`src/rtl/rgn_pkg.sv`:
```
// Shared types for the address region security filter.
// Assumes the context field is two bits wide (context 0 plus up to three others).
package rgn_pkg;
    localparam int CTX_W = 2;

    typedef enum logic [1:0] {
        ENC_NONE   = 2'b00,
        ENC_STREAM = 2'b01,
        ENC_BLOCK  = 2'b10,
        ENC_FAST   = 2'b11
    } enc_e;

    typedef struct packed {
        logic             en;
        logic             priv;
        logic             wren;
        enc_e             enc;
        logic [CTX_W-1:0] ctx;
    } rgn_cfg_t;
endpackage

```
`src/rtl/rgn_match.sv`:
```
// Inclusive page-range comparator for one window.
// Assumes the caller has already sliced the page field out of the address.
module rgn_match #(
    parameter int PW = 16
) (
    input  logic          en,
    input  logic [PW-1:0] page,
    input  logic [PW-1:0] lo,
    input  logic [PW-1:0] hi,
    output logic          hit
);
    // Hit when enabled and lo <= page <= hi.
    always_comb hit = en && (page >= lo) && (page <= hi);
endmodule

```
`src/rtl/rgn_resolve.sv`:
```
// Picks the ruling window among the hits, applies the permission checks and
// settles the cipher mode with its key and context fallback.
// Assumes the context numbers 1..NCTX map onto ctx_ok[0..NCTX-1].
module rgn_resolve
    import rgn_pkg::*;
#(
    parameter int NREG = 4,
    parameter int NCTX = 2
) (
    input  logic [NREG-1:0]     hit,
    input  rgn_cfg_t [NREG-1:0] rcfg,
    input  logic                acc_write,
    input  logic                acc_priv,
    input  logic                key_main_ok,
    input  logic                key_fast_ok,
    input  logic [NCTX-1:0]     ctx_ok,
    input  logic                cipher_off,
    output logic                grant,
    output logic                viol,
    output enc_e                mode,
    output logic [CTX_W-1:0]    ctx
);
    localparam int IW = (NREG > 1) ? $clog2(NREG) : 1;
    localparam int CW = $clog2(NREG + 1);

    logic [CW-1:0] enc_cnt;
    logic [IW-1:0] enc_sel, plain_sel, sel;
    logic          key_ok, ctx_valid;
    rgn_cfg_t      c;

    // Count encrypted hits and find the lowest encrypted and lowest overall hit.
    always_comb begin
        enc_cnt   = '0;
        enc_sel   = '0;
        plain_sel = '0;
        for (int i = NREG - 1; i >= 0; i--) begin
            if (hit[i]) begin
                plain_sel = IW'(i);
                if (rcfg[i].enc != ENC_NONE) begin
                    enc_sel = IW'(i);
                    enc_cnt = enc_cnt + 1'b1;
                end
            end
        end
        sel = (enc_cnt != '0) ? enc_sel : plain_sel;
        c   = rcfg[sel];
    end

    // Validity of the key or context the ruling window selects.
    always_comb begin
        ctx_valid = 1'b0;
        for (int k = 1; k <= NCTX; k++)
            if (c.ctx == CTX_W'(k)) ctx_valid = ctx_ok[k-1];
        if (c.ctx == '0) begin
            case (c.enc)
                ENC_BLOCK: key_ok = key_main_ok;
                ENC_FAST:  key_ok = key_fast_ok;
                default:   key_ok = 1'b0;
            endcase
        end else begin
            key_ok = ctx_valid;
        end
    end

    // Final grant, violation and mode decision.
    always_comb begin
        grant = 1'b1;
        viol  = 1'b0;
        mode  = ENC_NONE;
        ctx   = '0;
        if (hit != '0) begin
            if (enc_cnt > CW'(1)) begin
                grant = 1'b0;
                viol  = 1'b1;
            end else if ((acc_write && !c.wren) || (c.priv && !acc_priv)) begin
                grant = 1'b0;
                viol  = 1'b1;
            end else if (c.enc != ENC_NONE && cipher_off) begin
                grant = 1'b0;
            end else if (c.enc != ENC_NONE && key_ok) begin
                mode = c.enc;
                ctx  = c.ctx;
            end
        end
    end
endmodule

```
`src/rtl/rgn_regs.sv`:
```
// Configuration register file: window setup with freeze and lock rules, error
// flags with the captured violation record, and the interrupt combine.
// Assumes cfg data width equals the bus address width (AW).
module rgn_regs
    import rgn_pkg::*;
#(
    parameter int NREG = 4,
    parameter int AW   = 32,
    parameter int PLO  = 12,
    parameter int PW   = 16
) (
    input  logic                  clk,
    input  logic                  rst_n,
    input  logic                  cfg_req,
    input  logic                  cfg_we,
    input  logic [7:0]            cfg_addr,
    input  logic [AW-1:0]         cfg_wdata,
    input  logic                  cfg_priv,
    output logic [AW-1:0]         cfg_rdata,
    input  logic                  bus_evt,
    input  logic [AW-1:0]         evt_addr,
    input  logic                  evt_write,
    input  logic                  evt_priv,
    output rgn_cfg_t [NREG-1:0]   rcfg_o,
    output logic [NREG-1:0][PW-1:0] lo_o,
    output logic [NREG-1:0][PW-1:0] hi_o,
    output logic                  irq,
    output logic                  lock_o,
    output logic                  bus_flag_o,
    output logic                  bus_clr_o,
    output logic [AW-1:0]         err_addr_o
);
    localparam logic [7:0] A_CTRL = 8'h00, A_FLAG = 8'h04, A_CLR = 8'h08;
    localparam logic [7:0] A_IEN  = 8'h0C, A_INFO = 8'h10, A_EADR = 8'h14;
    localparam int RB = 2;

    rgn_cfg_t [NREG-1:0]     rcfg_q;
    logic [NREG-1:0][PW-1:0] lo_q, hi_q;
    logic          lock_q, ponly_q, cflag_q, bflag_q, ev_wr_q, ev_pr_q;
    logic [1:0]    ie_q, clr;
    logic [AW-1:0] err_addr_q;
    logic          priv_ok, acc_ok, wr, wr_cfg;
    logic [NREG-1:0] rsel;
    logic          unused_w;

    // Access qualification and window selection.
    always_comb begin
        priv_ok = !ponly_q || cfg_priv;
        acc_ok  = cfg_req && priv_ok;
        wr      = acc_ok && cfg_we;
        wr_cfg  = wr && !lock_q;
        clr     = (wr && cfg_addr == A_CLR) ? cfg_wdata[1:0] : 2'b00;
        for (int i = 0; i < NREG; i++) rsel[i] = (cfg_addr[7:4] == 4'(i + RB));
    end
    assign unused_w = ^{cfg_wdata, cfg_addr[1:0]};

    // Global control, flags and the violation record.
    always_ff @(posedge clk) begin
        if (!rst_n) begin
            lock_q <= 1'b0; ponly_q <= 1'b0; cflag_q <= 1'b0; bflag_q <= 1'b0;
            ie_q <= 2'b00; ev_wr_q <= 1'b0; ev_pr_q <= 1'b0; err_addr_q <= '0;
        end else begin
            if (wr_cfg && cfg_addr == A_CTRL) begin
                lock_q  <= lock_q | cfg_wdata[0];
                ponly_q <= cfg_wdata[1];
            end
            if (wr && cfg_addr == A_IEN) ie_q <= cfg_wdata[1:0];
            cflag_q <= (cflag_q & ~clr[0]) | (cfg_req & ~priv_ok);
            bflag_q <= (bflag_q & ~clr[1]) | bus_evt;
            if (bus_evt && (!bflag_q || clr[1])) begin
                err_addr_q <= evt_addr;
                ev_wr_q    <= evt_write;
                ev_pr_q    <= evt_priv;
            end
        end
    end

    // Window registers with the enable, freeze and bound-order rules.
    always_ff @(posedge clk) begin
        if (!rst_n) begin
            rcfg_q <= '0; lo_q <= '0; hi_q <= '0;
        end else begin
            for (int i = 0; i < NREG; i++) begin
                if (wr_cfg && rsel[i]) begin
                    case (cfg_addr[3:2])
                        2'd0: begin
                            rcfg_q[i].priv <= cfg_wdata[4];
                            if (!rcfg_q[i].en) begin
                                rcfg_q[i].enc <= enc_e'(cfg_wdata[9:8]);
                                rcfg_q[i].ctx <= cfg_wdata[13:12];
                                rcfg_q[i].en  <= cfg_wdata[0] && (lo_q[i] <= hi_q[i]);
                            end else begin
                                rcfg_q[i].en  <= cfg_wdata[0];
                            end
                        end
                        2'd1: if (!rcfg_q[i].en) lo_q[i] <= cfg_wdata[PLO +: PW];
                        2'd2: if (!rcfg_q[i].en) hi_q[i] <= cfg_wdata[PLO +: PW];
                        default: rcfg_q[i].wren <= cfg_wdata[0];
                    endcase
                end
            end
        end
    end

    // Read mux; wrong-privilege or write cycles return zero.
    always_comb begin
        cfg_rdata = '0;
        if (acc_ok && !cfg_we) begin
            case (cfg_addr)
                A_CTRL: cfg_rdata[1:0] = {ponly_q, lock_q};
                A_FLAG: cfg_rdata[1:0] = {bflag_q, cflag_q};
                A_IEN:  cfg_rdata[1:0] = ie_q;
                A_INFO: cfg_rdata[1:0] = {ev_pr_q, ev_wr_q};
                A_EADR: cfg_rdata      = err_addr_q;
                default: ;
            endcase
            for (int i = 0; i < NREG; i++) begin
                if (rsel[i]) begin
                    case (cfg_addr[3:2])
                        2'd0: begin
                            cfg_rdata[0]     = rcfg_q[i].en;
                            cfg_rdata[4]     = rcfg_q[i].priv;
                            cfg_rdata[9:8]   = rcfg_q[i].enc;
                            cfg_rdata[13:12] = rcfg_q[i].ctx;
                        end
                        2'd1: cfg_rdata[PLO +: PW] = lo_q[i];
                        2'd2: begin
                            cfg_rdata[PLO +: PW]  = hi_q[i];
                            cfg_rdata[PLO-1:0]    = '1;
                        end
                        default: cfg_rdata[0] = rcfg_q[i].wren;
                    endcase
                end
            end
        end
    end

    assign rcfg_o     = rcfg_q;
    assign lo_o       = lo_q;
    assign hi_o       = hi_q;
    assign irq        = |(ie_q & {bflag_q, cflag_q});
    assign lock_o     = lock_q;
    assign bus_flag_o = bflag_q;
    assign bus_clr_o  = clr[1];
    assign err_addr_o = err_addr_q;
endmodule

```
`src/rtl/rgn_guard.sv`:
```
// Top of the address region security filter: page compare per window,
// resolution, one register stage on the decision, and the register file.
// Assumes PLO+PW <= AW and NCTX <= 3.
module rgn_guard
    import rgn_pkg::*;
#(
    parameter int NREG = 4,
    parameter int NCTX = 2,
    parameter int AW   = 32,
    parameter int PLO  = 12,
    parameter int PW   = 16
) (
    input  logic            clk,
    input  logic            rst_n,
    input  logic            cfg_req,
    input  logic            cfg_we,
    input  logic [7:0]      cfg_addr,
    input  logic [AW-1:0]   cfg_wdata,
    input  logic            cfg_priv,
    output logic [AW-1:0]   cfg_rdata,
    input  logic            key_main_ok,
    input  logic            key_fast_ok,
    input  logic [NCTX-1:0] ctx_ok,
    input  logic            cipher_off,
    input  logic            acc_valid,
    input  logic [AW-1:0]   acc_addr,
    input  logic            acc_write,
    input  logic            acc_priv,
    output logic            dec_valid,
    output logic            dec_grant,
    output logic [1:0]      dec_mode,
    output logic [CTX_W-1:0] dec_ctx,
    output logic            irq
);
    rgn_cfg_t [NREG-1:0]     rcfg_w;
    logic [NREG-1:0][PW-1:0] lo_w, hi_w;
    logic [NREG-1:0]         hit_w, en_w;
    logic                    grant_w, viol_w, bus_evt;
    enc_e                    mode_w;
    logic [CTX_W-1:0]        ctx_w;
    logic                    lock_w, bus_flag_w, bus_clr_w;
    logic [AW-1:0]           err_addr_w;

    for (genvar g = 0; g < NREG; g++) begin : g_win
        assign en_w[g] = rcfg_w[g].en;
        rgn_match #(.PW(PW)) u_match (
            .en(en_w[g]), .page(acc_addr[PLO +: PW]),
            .lo(lo_w[g]), .hi(hi_w[g]), .hit(hit_w[g])
        );
    end

    rgn_resolve #(.NREG(NREG), .NCTX(NCTX)) u_resolve (
        .hit(hit_w), .rcfg(rcfg_w), .acc_write(acc_write), .acc_priv(acc_priv),
        .key_main_ok(key_main_ok), .key_fast_ok(key_fast_ok), .ctx_ok(ctx_ok),
        .cipher_off(cipher_off), .grant(grant_w), .viol(viol_w),
        .mode(mode_w), .ctx(ctx_w)
    );

    assign bus_evt = acc_valid && viol_w;

    rgn_regs #(.NREG(NREG), .AW(AW), .PLO(PLO), .PW(PW)) u_regs (
        .clk(clk), .rst_n(rst_n), .cfg_req(cfg_req), .cfg_we(cfg_we),
        .cfg_addr(cfg_addr), .cfg_wdata(cfg_wdata), .cfg_priv(cfg_priv),
        .cfg_rdata(cfg_rdata), .bus_evt(bus_evt), .evt_addr(acc_addr),
        .evt_write(acc_write), .evt_priv(acc_priv), .rcfg_o(rcfg_w),
        .lo_o(lo_w), .hi_o(hi_w), .irq(irq), .lock_o(lock_w),
        .bus_flag_o(bus_flag_w), .bus_clr_o(bus_clr_w), .err_addr_o(err_addr_w)
    );

    // Register the decision one cycle after the address.
    always_ff @(posedge clk) begin
        if (!rst_n) begin
            dec_valid <= 1'b0; dec_grant <= 1'b0; dec_mode <= 2'b00; dec_ctx <= '0;
        end else begin
            dec_valid <= acc_valid;
            dec_grant <= acc_valid && grant_w;
            dec_mode  <= acc_valid ? mode_w : ENC_NONE;
            dec_ctx   <= acc_valid ? ctx_w : '0;
        end
    end
endmodule

```
`config.mk`:
```
export PLATFORM = sky130hd
export DESIGN_NAME = rgn_guard
export DESIGN_NICKNAME = d
export VERILOG_FILES = /design/src/rtl/rgn_pkg.sv /design/src/rtl/rgn_match.sv /design/src/rtl/rgn_resolve.sv /design/src/rtl/rgn_regs.sv /design/src/rtl/rgn_guard.sv
export SDC_FILE = /design/constraint.sdc
export NUM_CORES = 1
export LEC_CHECK = 0
export ABC_AREA = 1
export BUFFER_PORTS_ARGS = -buffer_cell sky130_fd_sc_hd__buf_4
export CAP_MARGIN = 20
export CORE_MARGIN = 4
export CORE_UTILIZATION = 50
export CTS_CLUSTER_SIZE = 40
export DETAILED_ROUTE_END_ITERATION = 6
export PLACE_DENSITY_LB_ADDON = 0.2
export SYNTH_ARGS = -nofsm -noshare
export SYNTH_HDL_FRONTEND = slang
export SYNTH_SLANG_ARGS = --single-unit
```
`constraint.sdc`:
```
create_clock -name clk -period 4.2 [get_ports clk]
set_clock_uncertainty 0.15 [all_clocks]
set_input_delay 0.42 -clock clk [delete_from_list [all_inputs] [get_ports clk]]
set_output_delay 0.42 -clock clk [all_outputs]
set_load 0.01 [all_outputs]
```
==> reports/metrics.cfg <==
[cts]
clk_pin_slew_worst_paths_ns = 0.06
cts_root_buffer = clkbuf_16
h-tree-depth = 1
cts.sinks = 202
clock_latency_ns = 0.52
cts_max_path_buffers = 3
cts_tree = built
cts_hold_buf = 0
cts_buffers = 24

[setup_path]
reg2reg_to = u_regs.err_addr_o[7]$_SDFFE_PN0P_
crit_family = simple AND/OR/NAND/NOR gates
crit_buf_inv = 6
worst_path_largest_cell_delay_ns = 0.34
cp-end-kind = flop
r2r_cells = 30
crit_slowest_cell = dfxtp_1
arrival_ns = 4.89
ff2ff_setup_slack_ns = -0.38
path_class = flop to flop
worstPathRequired_ns = 4.50
critPathLaunchType = flop
r2r_start = u_regs.lo_o[43]$_SDFFE_PN0P_
cp_common_cell = nand2_1
path_max_fanout = 9

[die]
ios = 124
die_x_um = 179.2
core_area_um2 = 28780
die_area_um2 = 32110
die_h_um = 179.2
num_rows = 62
initial_core_util_pct = 50.92

[place]
place_ws_ns = -0.6119
gp_congestion = 1.036
dpl.hpwl_mm = 37.24
portBuffers = 112

[finish]
utilization_pct = 63.86
layout-drive-gt1-share_pct = 20.40
fin_nets = 2656
antenna_cells = 0
synthToLayoutAreaGrowth_pct = 25.42

[grt]
grtUsageTotal_pct = 30.24
grt_pass1_wl_mm = 78.00
grt-ovfl-total = 0
antenna_found_initial = 0
grt_max_degree = 103
grt_pass1_vias = 14940

[hold_path]
holdPathStages = 3
hp-class = input port to flop
hold_start = cfg_wdata[9]
hold_path_end = u_regs.rcfg_o[24]$_SDFFE_PN0P_

[synthesis]
synth_top_cell_by_area = dfxtp_1
synth-edff-count = 0
ys_ff_latch = 202
avgSynthCellArea_um2 = 6.810
synth_top_area_share_pct = 27.59
synth_area_leaders = dfxtp_1, ha_1, inv_1
syn-cell-area_um2 = 14660
synth.distinct_cells = 45
ys.flop_type = dfxtp_1
syn_nets = 2437
ys_async_sr_fraction_pct = 0
yosys_warnings = 0
netlist_instances = 2152
seq_area_frac_synth_pct = 27.59
yosys-top-cells-count = inv_1, nand2_1, a21oi_1

[pwr]
power.total_mw = 4.711
ir_worst_vdd_v = 0.0002525
power_leakage_nw = 8.204
p_per_area_nw_per_um2 = 256.3

[sta]
slew_violations = 0
worstMarginPinSlew_ns = 1.102
tns_ns = -13.63
timing.final.crit_period_ns = 4.585
hold_viol_final = 0
holdWs_ns = 0.03748
post-route-period-util_pct = 109.2
fin_ws_ns = -0.3849
slew_headroom_pct = 26.29
finalSetupViolations = 40
max_freq_mhz = 218.1
rsz0062_at_grt = true

[routing]
drc = 0
vias = 15890
via_per_inst = 5.733
antenna_left = 0
drt-pass1-iter-count = 5
wl_per_cell_um = 18.13
wirelength_mm = 50.25
drtIter0Drc = 1750

[outcome]
violations = setup timing
status = complete, but fails checks

[job]
drv_cap = 0

==> worst reg2reg max path: cells and delay by family (launching register included) <==
kind	cells	cell delay (ns)
AND/OR/NAND/NOR	20	2.41
adder cells (fa/ha/maj)	3	0.84
buffers and inverters	6	0.59
flip-flops	1	0.34
AO/OA/AOI/OAI	1	0.22
==> report_power, final <==
part	total, mW	leakage (nW)	internal, mW	switching [mW]
Sequential	1.93	1.64	1.92	0.00516
Clock	2.16	0.398	1.29	0.869
Combinational	0.624	6.17	0.235	0.390
==> how the worst max path moves through the flow <==
| stage | cells past startpoint | start | slack [ns] | endpoint |
|---|---|---|---|---|
| final | 30 | u_regs.lo_o[43]$_SDFFE_PN0P_ | -0.38 | u_regs.err_addr_o[7]$_SDFFE_PN0P_ |
| after global routing | 32 | u_regs.lo_o[62]$_SDFFE_PN0P_ | -0.66 | u_regs.err_addr_o[0]$_SDFFE_PN0P_ |
| after CTS | 33 | u_regs.lo_o[59]$_SDFFE_PN0P_ | -0.22 | u_regs.err_addr_o[25]$_SDFFE_PN0P_ |
| after global placement | 28 | acc_addr[21] | -0.44 | dec_ctx[1]$_SDFF_PP0_ |
| after detailed placement | 28 | acc_addr[21] | -0.61 | dec_mode[1]$_SDFF_PP0_ |
| after floorplan | 36 | acc_addr[12] | 0.0004 | u_regs.err_addr_o[28]$_SDFFE_PN0P_ |
==> cell type report <==
type                            count  area, µm²
Multi-Input combinational cell   1488       9434
Clock inverter                     13      153.9
Fill cell                        2511      10400
Sequential cell                   202       4064
Inverter                          375       1416
Timing Repair Buffer              280       2181
Tap cell                          384      480.5
Clock buffer                       29      650.6
==> placed cells by master (no fill, tap or decap), drive strengths merged, types with 5 or more instances in the layout <==
cell type and count:
o21a 8, a32oi 6, ha 200, nor3 42, nand3 65, a211oi 44, a31oi 16, dfxtp 202
clkbuf 30, buf 279, nor2 160, inv 370, o22ai 51, o21ai 183, clkinv 13, a21oi 242
o211ai 10, o21bai 9, nand2 373, nand4 49, nand3b 5
==> what timing repair did <==
item,in CTS,in global routing
endpoints found under the setup margin,40,40
setup buffers,12,5
resized for setup,76,83
cloned,0,1
pin swaps,23,17
==> cell families (layout without fill, tap and decap cells) <==
group / after synthesis / after routing / synth area share [%]
buf+inv: 462 / 697 / 12.01
compound gates: 590 / 590 / 22.73
fa+ha+maj: 200 / 200 / 17.08
flops: 202 / 202 / 27.59
simple gates: 698 / 698 / 20.59
==> metal layers <==
metal  track usage [%]  vias up  part of all wire (%)
li1                  -     7691                     -
met4             9.806        0                   3.6
met5                 0        -                     0
met1             41.55     7350                    43
met2             48.95      708                    45
met3             4.365      137                   8.7
==> flip-flops by register name, indices dropped and copies added (netlist names), 2 cells and up <==
name	count
u_regs.rcfg_o	28
u_regs.err_addr_o	32
u_regs.lo_o	64
dec_mode	2
u_regs.ie_q	2
u_regs.hi_o	64
dec_ctx	2
==> stage by stage <==
step | std cells | cell area (µm²)
floorplan | 2152 | 14700
CTS | 2765 | 18040
global route | 2771 | 18380
detailed placement | 2712 | 16860
global placement | 2712 | 16860
finish | 2771 | 18380
Note: power is estimated with default switching activity, not from simulation.
